<file path="config.mk">
export PLATFORM = sky130hd
export DESIGN_NAME = hazard_tracker
export DESIGN_NICKNAME = d
export VERILOG_FILES = /design/src/rtl/hazard_pkg.sv /design/src/rtl/hz_tag_pool.sv /design/src/rtl/hz_scoreboard.sv /design/src/rtl/hz_issue_ctl.sv /design/src/rtl/hazard_tracker.sv
export SDC_FILE = /design/constraint.sdc
export NUM_CORES = 1
export LEC_CHECK = 0
export BUFFER_PORTS_ARGS = -buffer_cell sky130_fd_sc_hd__buf_4
export CAP_MARGIN = 15
export CORE_ASPECT_RATIO = 1.4
export CORE_MARGIN = 2
export CORE_UTILIZATION = 50
export DETAILED_ROUTE_END_ITERATION = 16
export PLACE_DENSITY_LB_ADDON = 0.12
export SETUP_SLACK_MARGIN = 0.3
export SYNTH_ARGS = -nofsm -noshare
export SYNTH_HDL_FRONTEND = slang
export SYNTH_SLANG_ARGS = --single-unit
</file>
<file path="constraint.sdc">
create_clock -name clk -period 2.8 [get_ports clk]
set_input_delay 0.28 -clock clk [delete_from_list [all_inputs] [get_ports clk]]
set_output_delay 0.28 -clock clk [all_outputs]
set_load 0.01 [all_outputs]
</file>
<file path="src/rtl/hazard_pkg.sv">
package hazard_pkg;

    typedef enum logic [1:0] {
        ST_IDLE   = 2'd0,
        ST_PIPE   = 2'd1,
        ST_SINGLE = 2'd2
    } iss_state_e;

endpackage

</file>
<file path="src/rtl/hz_tag_pool.sv">
module hz_tag_pool #(
    parameter int NTAG  = 4,
    parameter int TAG_W = $clog2(NTAG),
    parameter int CNT_W = $clog2(NTAG + 1)
) (
    input  logic             clk,
    input  logic             rst_n,
    input  logic             flush,
    input  logic             alloc,
    input  logic             wb_valid,
    input  logic [TAG_W-1:0] wb_tag,
    output logic [TAG_W-1:0] alloc_tag,
    output logic             tag_avail,
    output logic             retire,
    output logic [CNT_W-1:0] busy_cnt
);

    logic [NTAG-1:0] busy_q;

    // lowest free tag wins
    always_comb begin
        alloc_tag = '0;
        tag_avail = 1'b0;
        for (int i = NTAG - 1; i >= 0; i--) begin
            if (!busy_q[i]) begin
                alloc_tag = i[TAG_W-1:0];
                tag_avail = 1'b1;
            end
        end
    end

    always_comb begin
        busy_cnt = '0;
        for (int i = 0; i < NTAG; i++) begin
            busy_cnt = busy_cnt + CNT_W'(busy_q[i]);
        end
    end

    assign retire = wb_valid & busy_q[wb_tag];

    genvar g;
    generate
        for (g = 0; g < NTAG; g++) begin : g_tag
            always_ff @(posedge clk) begin
                if (!rst_n || flush) begin
                    busy_q[g] <= 1'b0;
                end else if (alloc && alloc_tag == g[TAG_W-1:0]) begin
                    busy_q[g] <= 1'b1;
                end else if (retire && wb_tag == g[TAG_W-1:0]) begin
                    busy_q[g] <= 1'b0;
                end
            end
        end
    endgenerate

endmodule

</file>
<file path="src/rtl/hz_scoreboard.sv">
module hz_scoreboard #(
    parameter int NREG  = 32,
    parameter int REG_W = $clog2(NREG),
    parameter int TAG_W = 2
) (
    input  logic             clk,
    input  logic             rst_n,
    input  logic             flush,
    input  logic             set_en,
    input  logic [REG_W-1:0] set_reg,
    input  logic [TAG_W-1:0] set_tag,
    input  logic             retire,
    input  logic [TAG_W-1:0] wb_tag,
    input  logic             ra_en,
    input  logic [REG_W-1:0] ra,
    input  logic             rb_en,
    input  logic [REG_W-1:0] rb,
    output logic             hazard
);

    logic [NREG-1:0]  pend_q;
    logic [TAG_W-1:0] tag_q [NREG];

    logic ra_block;
    logic rb_block;

    // a source blocks while pending unless its producer writes back now
    always_comb begin
        ra_block = ra_en && pend_q[ra] && !(retire && tag_q[ra] == wb_tag);
        rb_block = rb_en && pend_q[rb] && !(retire && tag_q[rb] == wb_tag);
        hazard   = ra_block || rb_block;
    end

    genvar g;
    generate
        for (g = 0; g < NREG; g++) begin : g_reg
            logic hit_set;
            logic hit_clr;
            assign hit_set = set_en && set_reg == g[REG_W-1:0];
            assign hit_clr = retire && pend_q[g] && tag_q[g] == wb_tag;

            always_ff @(posedge clk) begin
                if (!rst_n || flush) begin
                    pend_q[g] <= 1'b0;
                    tag_q[g]  <= '0;
                end else if (hit_set) begin
                    // newest writer takes over, even against a same-cycle clear
                    pend_q[g] <= 1'b1;
                    tag_q[g]  <= set_tag;
                end else if (hit_clr) begin
                    pend_q[g] <= 1'b0;
                end
            end
        end
    endgenerate

endmodule

</file>
<file path="src/rtl/hz_issue_ctl.sv">
module hz_issue_ctl
    import hazard_pkg::*;
#(
    parameter int UNIT_W    = 2,
    parameter int PIPE_UNIT = 1,
    parameter int CNT_W     = 3
) (
    input  logic              clk,
    input  logic              rst_n,
    input  logic              flush,
    input  logic              iss_valid,
    input  logic [UNIT_W-1:0] iss_unit,
    input  logic              src_hazard,
    input  logic              tag_avail,
    input  logic              retire,
    input  logic [CNT_W-1:0]  busy_cnt,
    output logic              grant
);

    localparam logic [UNIT_W-1:0] PIPE_CODE = UNIT_W'(PIPE_UNIT);
    localparam logic [CNT_W-1:0]  ONE       = CNT_W'(1);

    iss_state_e state_q;
    iss_state_e state_d;
    logic       unit_ok;
    logic       to_pipe;

    assign to_pipe = (iss_unit == PIPE_CODE);

    // output process
    always_comb begin
        unit_ok = 1'b0;
        unique case (state_q)
            ST_IDLE:   unit_ok = 1'b1;
            ST_PIPE:   unit_ok = to_pipe;
            ST_SINGLE: unit_ok = 1'b0;
            default:   unit_ok = 1'b0;
        endcase
        grant = iss_valid && !flush && unit_ok && tag_avail && !src_hazard;
    end

    // next-state logic
    always_comb begin
        state_d = state_q;
        if (flush) begin
            state_d = ST_IDLE;
        end else begin
            unique case (state_q)
                ST_IDLE: begin
                    if (grant) state_d = to_pipe ? ST_PIPE : ST_SINGLE;
                end
                ST_PIPE: begin
                    if (!grant && retire && busy_cnt == ONE) state_d = ST_IDLE;
                end
                ST_SINGLE: begin
                    if (retire) state_d = ST_IDLE;
                end
                default: state_d = ST_IDLE;
            endcase
        end
    end

    // state register
    always_ff @(posedge clk) begin
        if (!rst_n) state_q <= ST_IDLE;
        else        state_q <= state_d;
    end

endmodule

</file>
<file path="src/rtl/hazard_tracker.sv">
module hazard_tracker #(
    parameter int NREG      = 32,
    parameter int NTAG      = 4,
    parameter int NUNIT     = 4,
    parameter int PIPE_UNIT = 1,
    parameter int REG_W     = $clog2(NREG),
    parameter int TAG_W     = $clog2(NTAG),
    parameter int UNIT_W    = $clog2(NUNIT)
) (
    input  logic              clk,
    input  logic              rst_n,
    input  logic              flush,
    input  logic              iss_valid,
    input  logic [UNIT_W-1:0] iss_unit,
    input  logic              iss_rd_en,
    input  logic [REG_W-1:0]  iss_rd,
    input  logic              iss_ra_en,
    input  logic [REG_W-1:0]  iss_ra,
    input  logic              iss_rb_en,
    input  logic [REG_W-1:0]  iss_rb,
    output logic              iss_grant,
    output logic              iss_stall,
    output logic [TAG_W-1:0]  iss_tag,
    input  logic              wb_valid,
    input  logic [TAG_W-1:0]  wb_tag
);

    localparam int CNT_W = $clog2(NTAG + 1);

    logic             tag_avail;
    logic             retire;
    logic [CNT_W-1:0] busy_cnt;
    logic             src_hazard;

    hz_tag_pool #(.NTAG(NTAG), .TAG_W(TAG_W), .CNT_W(CNT_W)) u_pool (
        .clk       (clk),
        .rst_n     (rst_n),
        .flush     (flush),
        .alloc     (iss_grant),
        .wb_valid  (wb_valid),
        .wb_tag    (wb_tag),
        .alloc_tag (iss_tag),
        .tag_avail (tag_avail),
        .retire    (retire),
        .busy_cnt  (busy_cnt)
    );

    hz_scoreboard #(.NREG(NREG), .REG_W(REG_W), .TAG_W(TAG_W)) u_sb (
        .clk     (clk),
        .rst_n   (rst_n),
        .flush   (flush),
        .set_en  (iss_grant && iss_rd_en),
        .set_reg (iss_rd),
        .set_tag (iss_tag),
        .retire  (retire),
        .wb_tag  (wb_tag),
        .ra_en   (iss_ra_en),
        .ra      (iss_ra),
        .rb_en   (iss_rb_en),
        .rb      (iss_rb),
        .hazard  (src_hazard)
    );

    hz_issue_ctl #(.UNIT_W(UNIT_W), .PIPE_UNIT(PIPE_UNIT), .CNT_W(CNT_W)) u_ctl (
        .clk        (clk),
        .rst_n      (rst_n),
        .flush      (flush),
        .iss_valid  (iss_valid),
        .iss_unit   (iss_unit),
        .src_hazard (src_hazard),
        .tag_avail  (tag_avail),
        .retire     (retire),
        .busy_cnt   (busy_cnt),
        .grant      (iss_grant)
    );

    assign iss_stall = iss_valid && !iss_grant;

endmodule

</file>
## Word level (Yosys, flattened, before mapping)

Memories as Yosys holds them, arrays and structs flattened.
Index checks and enable logic that the tools add are counted.

- Multipliers: 0
- $add $sub $neg: 3
- Shift-type cells: 0
- Muxes and demuxes: 222
- Equal/unequal tests: 78
- $lt $le $gt $ge: 3
- Reduce and logical (&&, ||, !) cells: 168
- Div/mod/pow operators: 0
- Bitwise logic cells: 34

Operators by type and width:

| cell | count |
|---|---|
| two-way mux 1 bit | 177 |
| logical AND 1 bit | 118 |
| equality test 5 bit, second input constant | 16 |
| two-way mux 2 bit | 40 |
| nonzero test 2 bit | 36 |
| equality test 2 bit | 34 |
| equality test 5 x 4 -> 1 bit, second input constant | 8 |
| bitwise OR 1 bit | 32 |
| equality test 5 x 3 -> 1 bit, second input constant | 4 |
| less-than comparator 5 x 6 -> 1 bit, second input constant | 2 |
| binary-select mux 1 bit (select 5 bit) | 2 |
| equality test 2 bit, second input constant | 5 |
| equality test 5 x 2 -> 1 bit, second input constant | 2 |
| equality test 2 x 1 -> 1 bit, second input constant | 4 |
| adder 3 x 1 -> 3 bit | 2 |
| logical NOT 1 bit | 6 |
| logical NOT 2 bit | 3 |
| case mux 2 bit (3 select lines) | 1 |
| equality test 5 x 1 -> 1 bit, second input constant | 1 |
| logical NOT 5 bit | 1 |
| inequality test 2 x 1 -> 1 bit, second input constant | 2 |
| equality test 3 x 1 -> 1 bit, second input constant | 1 |
| less-than comparator 2 x 3 -> 1 bit, second input constant | 1 |
| AND reduction 3 bit | 1 |
| other kinds (8) | 9 |

- Memory bits (writable): 64
- Bits in latches: 0
- ROM bits: 0
- Logic and storage cells: 546
- Output and inout bits: 4
- Input bits: 27
- Bits in registers: 38
- Memories: 1

Memories:

| memory | words | bits a word | rd ports | clocked after Yosys merged registers in | write ports | line | text |
|---|---|---|---|---|---|---|---|
| u_sb.tag_q | 32 | 2 | 34 | 0 | 32 | hz_scoreboard.sv:22 | `logic [TAG_W-1:0] tag_q [NREG];` |

## Longest topological paths before layout

Gate-level depths: netlist of run 1.

- Word-level depth: 15
- Gate-level depth with buffers: 13
- Mapped depth without buffers: 8

## By module

Synthesis of run 1 repeated with hierarchy kept, for this count alone.

- Cells, all modules: 678
- Area total of the unflattened synthesis: 6740.2 um^2

By module, submodules not included:

| module | seq. area each (um^2) | cells each | instances | area each (um^2) |
|---|---|---|---|---|
| hz_scoreboard | 2562.5 | 624 | 1 | 6311.1 |
| hz_tag_pool | 80.1 | 37 | 1 | 284.0 |
| hz_issue_ctl | 40.0 | 15 | 1 | 128.9 |
| hazard_tracker | 0.0 | 2 | 1 | 16.3 |

## Least setup slack after synthesis of run 1

No wires, ideal clock.

- Path kind: input port to flip-flop
- Start point: input iss_rb[1]
- End point: memory u_sb.tag_q[18][0] (enable)
- Buffers on the path: 4
- Arrival time: 2544 ps
- Library setup time: 314 ps
- Stages on the path: 10
- Setup slack: -57 ps
- Data required time: 2486 ps
- Path through: buf_2 buf_6 buf_2 mux4_2 mux4_2 mux2_2 o311ai_2 nand3_2 clkbuf_1 o21ai_1

RTL lines:

| item | line | text |
|---|---|---|
| start: declaration | hazard_tracker.sv:20 | `input logic [REG_W-1:0] iss_rb,` |
| end: declaration | hz_scoreboard.sv:22 |  |

==> flow_summary.json, run 1 <==
{
  "status": "finished with violations",
  "failed_checks": "setup timing",
  "r2r_setup_slack_ns": -0.16,
  "finClkSkew_ns": 0.00878,
  "r2r_end": "u_sb.tag_q[13][0]$_SDFFCE_PN0P_",
  "wl_mm": 22.6,
  "synth_top_area_cell": "edfxtp_1",
  "p_per_area_mw_per_mm2": 384,
  "h-tree-depth": 3,
  "ys_async_sr_fraction_pct": 0,
  "slowest_delay_ns": 0.48,
  "synth_area_mm2": 0.00688,
  "cts_root_buffer": "clkbuf_16",
  "n_antenna_cell": 0,
  "hold_depth": 3,
  "setup_slack_ns": -0.168,
  "worst-path-max-fanout": 4,
  "critPathTopFamily": "multiplexers",
  "synthAdderAreaFrac_pct": 0.654,
  "num-fill-cells": 973,
  "clk_pin_slew_ns": 0.07,
  "finalInstanceArea_mm2": 0.00926,
  "ir_drop_uv": 278,
  "regArea_mm2": 0.00268,
  "grtUsageTotal_pct": 30.8,
  "synth_top_area_share_pct": 27.9,
  "worstPathCellList": "mux2i_1, mux4_2, a22oi_2, nand3_2, xnor2_2, o311ai_4, nand3_4, and2_4, buf_6",
  "rsz0062_at_grt": "yes",
  "hold_viol": 0,
  "leakagePower_nw": 3.74,
  "muxShareOfSynthArea_pct": 18.9,
  "drtAntennaViolNets": 0,
  "setup_viol": 139,
  "ys.flop_type": "edfxtp_1",
  "timing.rr.start": "u_sb.tag_q[5][0]$_SDFFCE_PN0P_",
  "clock_latency_ns": 0.35,
  "cts_tree": "done",
  "synth_common_cells": "o21ai_1, xor2_1, edfxtp_1, nor3_2, nand2_1",
  "cp-start-kind": "flop",
  "drtIter0Drc": 428,
  "dieArea_mm2": 0.0147,
  "fp.dieW_um": 103,
  "tns_ns": -10.25,
  "synthTopCellsByArea": "edfxtp_1, mux4_2, dfxtp_1, nor3_2, xor2_1",
  "vias": 5759,
  "worst_slew_pin_slew_ns": 0.904,
  "clock.fmax_mhz": 337,
  "cts_made_buffers": 9,
  "clock-sinks": 102,
  "fin_crit_sh_pct": 106,
  "maxCapViolCount": 0,
  "via_per_inst": 6.68,
  "coreArea_mm2": 0.0134,
  "dpl_cell_area_mm2": 0.00763,
  "antenna_found_initial": 0,
  "drt_first_pass_iters": 5,
  "hp-start": "iss_unit[1]",
  "area_delta_synth_final_pct": 34.5,
  "start_util_pct": 51.4,
  "fin_hold_ws_ns": 0.238,
  "drv_slew": 0,
  "critPathCaptureType": "output port",
  "relSlewSlack_pct": 39.7,
  "synth-simple-area-share_pct": 16.4,
  "critical_path_class": "reg -> out",
  "grt_pass1_wl_mm": 33.3,
  "critPathBufInv": 1,
  "wire_per_inst_um": 26.2,
  "ys_ff_latch": 102,
  "synth-compound-area-share_pct": 11.5,
  "yosysWarnings": 0,
  "period_minus_slack_ns": 2.97,
  "drcViolationCount": 0,
  "required_ns": 2.52,
  "clockBufferDepth": 2,
  "hold_path_end": "u_ctl.state_q[1]$_SDFFE_PP0P_",
  "gp_congestion": 0.954,
  "syn_inst": 603,
  "rows": 50,
  "hold_class": "in -> reg",
  "synth.avg_cell_area_um2": 11.4,
  "multi_input_area_mm2": 0.00469,
  "dp_hpwl_mm": 14.0,
  "io_pins": 31,
  "synth_edf_count": 64,
  "cp.arrival_ns": 2.69,
  "synth-xor-area-share_pct": 8.65,
  "place_ws_ns": -0.251,
  "nNetsFinal": 705,
  "overflow": 0,
  "synth_nets": 633,
  "die_h_um": 143,
  "grt_max_degree": 37,
  "drive_above_1_share_pct": 46.6,
  "yosysSeqAreaShare_pct": 39.0,
  "io_buffers": 30,
  "r2r_cells": 11,
  "ys_types": 43,
  "cp_slowest_cell": "mux4_2",
  "grt_pass1_vias": 5859,
  "synth_top_family_by_area": "multiplexers"
}
==> cell type report <==
type / instances / area share [%]
multi-input combinational: 436 / 50.6
sequential: 102 / 29.0
timing repair buffer: 116 / 14.5
clock buffer: 11 / 2.62
tap: 182 / 2.46
inverter: 10 / 0.459
clock inverter: 5 / 0.378
==> flip-flops by register name, summed over array words and instances, names as in the netlist <==
name           count
u_ctl.state_q      2
u_sb.pend_q       32
u_sb.tag_q        64
u_pool.busy_q      4
==> power by group <==
part / total (mW) / switching (mW) / internal (mW) / leakage [nW]
Sequential: 1.68 / 0.0485 / 1.63 / 1.02
Clock: 1.22 / 0.587 / 0.629 / 0.135
Combinational: 0.658 / 0.361 / 0.297 / 2.58
==> metrics by stage <==
step | utilization [%] | cells | power (mW)
final | 69.2 | 862 | 3.56
after global routing | 69.2 | 862 | 3.65
after CTS | 64.8 | 844 | 3.49
after detailed placement | 57.0 | 806 | 2.22
after global placement | 57.0 | 806 | 2.21
after floorplan | - | 603 | 2.04
==> routing by layer <==
| metal | up-vias | routed length, um | global-route usage [%] |
|---|---|---|---|
| met2 | 305 | 11600 | 52.1 |
| met5 | - | 0 | 0 |
| met1 | 2894 | 8580 | 39.5 |
| met4 | 0 | 921 | 11.4 |
| li1 | 2469 | - | - |
| met3 | 91 | 1510 | 5.04 |
==> kinds of logic (layout without fill, tap and decap cells) <==
family / Yosys count / in the layout
AO/OA/AOI/OAI: 120 / 120
XOR/XNOR: 68 / 68
adder cells (fa/ha/maj): 3 / 3
buffers and inverters: 65 / 142
flip-flops: 102 / 102
multiplexers: 76 / 76
AND/OR/NAND/NOR: 169 / 169
==> worst max path at each step <==
stage | start | slack (ns) | cells after the start | endpoint
after CTS | u_sb.tag_q[12][1]$_SDFFCE_PN0P_ | -0.17 | 9 | iss_grant
after detailed placement | iss_rb[0] | -0.25 | 11 | u_sb.tag_q[27][1]$_SDFFCE_PN0P_
final | u_sb.tag_q[5][0]$_SDFFCE_PN0P_ | -0.17 | 9 | iss_stall
after global routing | u_sb.tag_q[3][0]$_SDFFCE_PN0P_ | -0.24 | 9 | iss_stall
after global placement | iss_ra[0] | -0.15 | 10 | u_sb.tag_q[27][1]$_SDFFCE_PN0P_
after floorplan | iss_rb[1] | 0.17 | 9 | u_sb.tag_q[18][0]$_SDFFCE_PN0P_
==> cell usage in the layout, fill, tap and decap left out, types with 25 or more instances in the layout <==
| cell type | count |
|---|---|
| buf_4 | 79 |
| dfxtp_1 | 38 |
| edfxtp_1 | 64 |
| mux2i_1 | 30 |
| mux4_2 | 43 |
| nand2_1 | 52 |
| nor3_2 | 27 |
| nor3_4 | 37 |
| o21ai_2 | 25 |
| o21ai_4 | 32 |
| o311ai_0 | 34 |
| xor2_1 | 65 |
==> worst register-to-register path, cell delays in order, from the launching register on <==
cell      delay (ns)
edfxtp_1        0.43
mux2i_1         0.09
mux4_2          0.48
a22oi_2         0.18
nand3_2         0.11
xnor2_2         0.17
o311ai_4        0.36
nand3_4         0.20
buf_4           0.19
buf_6           0.12
buf_8           0.16
o21ai_4         0.16
==> repair_timing <==
item	in CTS	in global routing
endpoints found under the setup margin	168	168
cloned	9	4
pin swaps	8	8
resized for setup	79	69
setup buffers	13	14
hold buffers	0	0
(Power assumes the default switching activity.)
==> run 2: changes to the inputs <==
- SKIP_LAST_GASP: default -> 1
==> flow_summary.json, run 2 (synthesized netlist as in run 1, its figures left out) <==
{
  "drv_slew": 0,
  "drtIter0Drc": 386,
  "cts_tree": "done",
  "period_minus_slack_ns": 2.97,
  "dpl_cell_area_mm2": 0.00763,
  "drtAntennaViolNets": 0,
  "rsz0062_at_grt": "yes",
  "worstPathCellList": "mux2i_1, mux4_2, a22oi_2, nand3_2, xnor2_2, o311ai_4, nand3_4, and2_4, buf_6",
  "wl_met1_mm": 8.29,
  "worst-path-max-fanout": 4,
  "grt_pass1_vias": 5826,
  "start_util_pct": 51.4,
  "ir_drop_uv": 279,
  "dieArea_mm2": 0.0147,
  "area_delta_synth_final_pct": 32.6,
  "fp.dieW_um": 103,
  "required_ns": 2.52,
  "via_per_inst": 6.57,
  "clockBufferDepth": 2,
  "tns_ns": -13.56,
  "slowest_delay_ns": 0.48,
  "wl_mm": 22.2,
  "fin_hold_ws_ns": 0.242,
  "io_buffers": 30,
  "die_h_um": 143,
  "nNetsFinal": 705,
  "clock.fmax_mhz": 337,
  "top_register": "u_sb.tag_q",
  "grt_max_degree": 37,
  "top_layer": "met4",
  "worstSetupEndpoint": "iss_stall",
  "final_common_cell": "buf_4",
  "r2r_setup_slack_ns": -0.16,
  "wl_met3_mm": 1.58,
  "hold_depth": 3,
  "maxCapViolCount": 0,
  "clock-sinks": 102,
  "final_util_pct": 68.2,
  "rows": 50,
  "gp_congestion": 0.954,
  "drcViolationCount": 0,
  "setup_viol": 146,
  "n_antenna_cell": 0,
  "hold_class": "in -> reg",
  "grtUsageTotal_pct": 30.6,
  "r2r_cells": 11,
  "overflow": 0,
  "io_pins": 31,
  "h-tree-depth": 3,
  "wl_met2_mm": 11.6,
  "reg_top3": "u_sb.tag_q (64), u_sb.pend_q (32), u_pool.busy_q (4)",
  "cts_root_buffer": "clkbuf_16",
  "wire_per_inst_um": 25.8,
  "timing.rr.start": "u_sb.tag_q[5][0]$_SDFFCE_PN0P_",
  "failed_checks": "setup timing",
  "crit_path_start": "u_sb.tag_q[5][0]$_SDFFCE_PN0P_",
  "leakagePower_nw": 3.50,
  "critical_path_class": "reg -> out",
  "finClkSkew_ns": 0.00643,
  "dp_hpwl_mm": 14.0,
  "status": "finished with violations",
  "grt_pass1_wl_mm": 33.1,
  "setup_slack_ns": -0.165,
  "cp.depth": 9,
  "cp.arrival_ns": 2.69,
  "fin_crit_sh_pct": 106,
  "clock_latency_ns": 0.35,
  "final_cell_mix": "buf_4, xor2_1, edfxtp_1, nand2_1",
  "drive_above_1_share_pct": 46.9,
  "cp-start-kind": "flop",
  "clk_pin_slew_ns": 0.07,
  "holdBufCountCts": 0,
  "coreArea_mm2": 0.0134,
  "drt_first_pass_iters": 5,
  "finalInstanceArea_mm2": 0.00913,
  "relSlewSlack_pct": 44.3,
  "critPathTopFamily": "multiplexers",
  "r2r_end": "u_sb.tag_q[13][0]$_SDFFCE_PN0P_",
  "cp_slowest_cell": "mux4_2",
  "p_per_area_mw_per_mm2": 388,
  "cts_made_buffers": 9,
  "worst_slew_pin_slew_ns": 0.836,
  "critPathBufInv": 1,
  "hold_viol": 0,
  "largest_reg_flops": 64,
  "vias": 5662,
  "antenna_found_initial": 0,
  "critPathCaptureType": "output port"
}
run 2: cell count changes in the layout (fill, tap and decap cells not counted), sizes merged:
cell / delta
bufbuf: +1
clkbuf: -1
run 2: worst min path at each step:
| stage | start | to | slack [ns] |
|---|---|---|---|
| 4_1_cts | iss_unit[1] | u_ctl.state_q[1]$_SDFFE_PP0P_ | 0.24 |
| 3_5_place_dp | u_ctl.state_q[0]$_SDFFE_PP0P_ | u_ctl.state_q[0]$_SDFFE_PP0P_ | 0.50 |
| 2_1_floorplan | iss_unit[0] | u_ctl.state_q[0]$_SDFFE_PP0P_ | 0.46 |
| 5_1_grt | iss_unit[1] | u_ctl.state_q[1]$_SDFFE_PP0P_ | 0.25 |
| 6_report | iss_unit[1] | u_ctl.state_q[1]$_SDFFE_PP0P_ | 0.24 |
| 3_3_place_gp | u_ctl.state_q[0]$_SDFFE_PP0P_ | u_ctl.state_q[0]$_SDFFE_PP0P_ | 0.48 |
run 2: report_power, final:
part / switching [mW] / internal, mW / total, mW
combinational: 0.355 / 0.298 / 0.653
clock: 0.584 / 0.629 / 1.21
sequential: 0.0475 / 1.63 / 1.68
run 2: worst reg2reg max path, cell delays in order (launching register included):
cell and delay, ns:
edfxtp_1 0.44, mux2i_1 0.10, mux4_2 0.48, a22oi_2 0.18, nand3_2 0.11, xnor2_2 0.17, o311ai_4 0.36, nand3_4 0.19
buf_4 0.20, buf_6 0.12, buf_8 0.16, o21ai_4 0.16
run 2: area by class of cell:
class,count,area (um^2)
multi-input cells,436,4570
fillers,995,4260
flip-flops and latches,102,2680
repair buffers,116,1330
clock buffers,11,243
well taps,182,228
inverters,10,42.5
clock inverters,5,35.0
run 2: through the flow:
stage | power, mW | setup WS (ns) | instances
after detailed placement | 2.22 | -0.251 | 806
final | 3.55 | -0.165 | 862
after global placement | 2.21 | -0.146 | 806
after floorplan | 2.04 | 0.170 | 603
after global routing | 3.64 | -0.226 | 862
after CTS | 3.49 | -0.178 | 844
run 2: repair_timing:
action	CTS	global route
pin swaps	8	12
setup buffers	13	15
cloned	9	3
resized for setup	71	58
setup endpoints to repair	168	168
run 2: per-layer routing:
| metal | global-route usage (%) | up-vias |
|---|---|---|
| li1 | - | 2456 |
| met1 | 39.1 | 2874 |
| met2 | 51.9 | 279 |
| met3 | 5.04 | 53 |
| met4 | 10.9 | 0 |
| met5 | 0 | - |
==> run 3: changes to the inputs <==
- HOLD_SLACK_MARGIN: default -> 0.15
- RECOVER_POWER: default -> 50
==> flow_summary.json, run 3 (synthesized netlist as in run 1, its figures left out) <==
{
  "reg_top3": "u_sb.tag_q (64), u_sb.pend_q (32), u_pool.busy_q (4)",
  "slowest_delay_ns": 0.48,
  "wire_per_inst_um": 25.7,
  "via_per_inst": 6.54,
  "vias": 5634,
  "nNetsFinal": 705,
  "worst-path-max-fanout": 4,
  "drv_slew": 0,
  "worst_slew_pin_slew_ns": 0.898,
  "cp_slowest_cell": "mux4_2",
  "top_register": "u_sb.tag_q",
  "rsz0062_at_grt": "yes",
  "clock_latency_ns": 0.35,
  "ir_drop_uv": 277,
  "status": "finished with violations",
  "die_h_um": 143,
  "antenna_found_initial": 0,
  "area_delta_synth_final_pct": 32.3,
  "h-tree-depth": 3,
  "start_util_pct": 51.4,
  "clock.fmax_mhz": 338,
  "leakagePower_nw": 3.49,
  "hold_class": "in -> reg",
  "grt_pass1_vias": 5826,
  "period_minus_slack_ns": 2.96,
  "fin_crit_sh_pct": 106,
  "gp_congestion": 0.954,
  "cp-start-kind": "flop",
  "critPathBufInv": 1,
  "setup_viol": 137,
  "dp_hpwl_mm": 14.0,
  "fin_hold_ws_ns": 0.240,
  "cts_tree": "done",
  "clockBufferDepth": 2,
  "finClkSkew_ns": 0.00571,
  "final_common_cell": "buf_4",
  "setup_slack_ns": -0.162,
  "dp_cells": 806,
  "fp.dieW_um": 103,
  "holdBufCountCts": 0,
  "io_buffers": 30,
  "rows": 50,
  "io_pins": 31,
  "hold_viol": 0,
  "cts_made_buffers": 9,
  "worstPathCellList": "mux2i_1, mux4_2, a22oi_2, nand3_2, xnor2_2, o311ai_4, nand3_4, and2_4, buf_6",
  "cts_root_buffer": "clkbuf_16",
  "critical_path_class": "reg -> out",
  "drtIter0Drc": 354,
  "required_ns": 2.52,
  "grt_pass1_wl_mm": 33.1,
  "maxCapViolCount": 0,
  "overflow": 0,
  "critPathCaptureType": "output port",
  "dieArea_mm2": 0.0147,
  "final_cell_mix": "buf_4, xor2_1, edfxtp_1, nand2_1",
  "grtUsageTotal_pct": 30.6,
  "grt_max_degree": 37,
  "clk_pin_slew_ns": 0.07,
  "drcViolationCount": 0,
  "wl_mm": 22.2,
  "n_antenna_cell": 0,
  "critPathTopFamily": "multiplexers",
  "largest_reg_flops": 64,
  "drt_first_pass_iters": 6,
  "p_per_area_mw_per_mm2": 389,
  "coreArea_mm2": 0.0134,
  "instances_no_fill": 862,
  "relSlewSlack_pct": 40.2,
  "num-fill-cells": 997,
  "failed_checks": "setup timing",
  "cp.arrival_ns": 2.68,
  "clock-sinks": 102,
  "drive_above_1_share_pct": 46.9,
  "drtAntennaViolNets": 0
}
==> run 3: report_power, final <==
group,switching (mW),leakage (nW),internal (mW)
Sequential,0.0479,1.02,1.63
Clock,0.581,0.135,0.629
Combinational,0.354,2.33,0.296
==> run 3: metrics by stage <==
step                      total power, mW  TNS, ns  instance area (um^2)  util (%)  setup WS (ns)
after global placement               2.21    -8.76                  7630      57.0         -0.146
after detailed placement             2.22   -17.02                  7630      57.0         -0.251
final                                3.54   -10.92                  9110      68.0         -0.162
after floorplan                      2.04        0                  7070         -          0.170
after global routing                 3.64   -22.23                  9110      68.0         -0.226
after CTS                            3.49   -14.43                  8660      64.7         -0.178
==> run 3: path summary, 6_finish.rpt <==
| path | startpoint | slack, ns | cells past startpoint | end |
|---|---|---|---|---|
| hold reg to reg | u_sb.pend_q[4]$_SDFFE_PP0P_ | 0.51 | 2 | u_sb.pend_q[4]$_SDFFE_PP0P_ |
| setup reg to reg | u_sb.tag_q[5][0]$_SDFFCE_PN0P_ | -0.16 | 11 | u_sb.tag_q[13][0]$_SDFFCE_PN0P_ |
| setup / recovery | u_sb.tag_q[5][0]$_SDFFCE_PN0P_ | -0.16 | 9 | iss_stall |
| hold / removal | iss_unit[1] | 0.24 | 3 | u_ctl.state_q[1]$_SDFFE_PP0P_ |
==> run 3: routing by layer <==
metal  wire length [um]  share of wire [%]  up-vias  global-route usage, %
li1                   -                  -     2455                      -
met2              11500                 52      302                   51.9
met1               8340                 38     2822                   39.1
met3               1560                7.0       55                   5.04
met4                733                3.3        0                   10.9
met5                  0                  0        -                      0
==> run 3: repair_timing <==
item                       in CTS  in global routing
setup endpoints to repair     168                168
pin swaps                       8                 12
resized for setup              71                 58
gates cloned                    9                  3
hold endpoints to repair        0                  0
setup buffers                  13                 15
==> run 3: area by class of cell <==
cell class | instances | area, um^2 | area share, %
inverter | 10 | 42.5 | 0.467
tap | 182 | 228 | 2.50
sequential | 102 | 2680 | 29.4
multi-input combinational | 436 | 4570 | 50.2
clock buffer | 11 | 243 | 2.66
timing repair buffer | 116 | 1310 | 14.4
clock inverter | 5 | 35.0 | 0.385
==> run 3: worst register-to-register path: stages (launching register included) <==
cell and delay, ns:
edfxtp_1 0.44, mux2i_1 0.10, mux4_2 0.48, a22oi_2 0.18
nand3_2 0.11, xnor2_2 0.17, o311ai_4 0.36, nand3_4 0.19
buf_4 0.19, buf_6 0.12, buf_8 0.16, o21ai_4 0.16
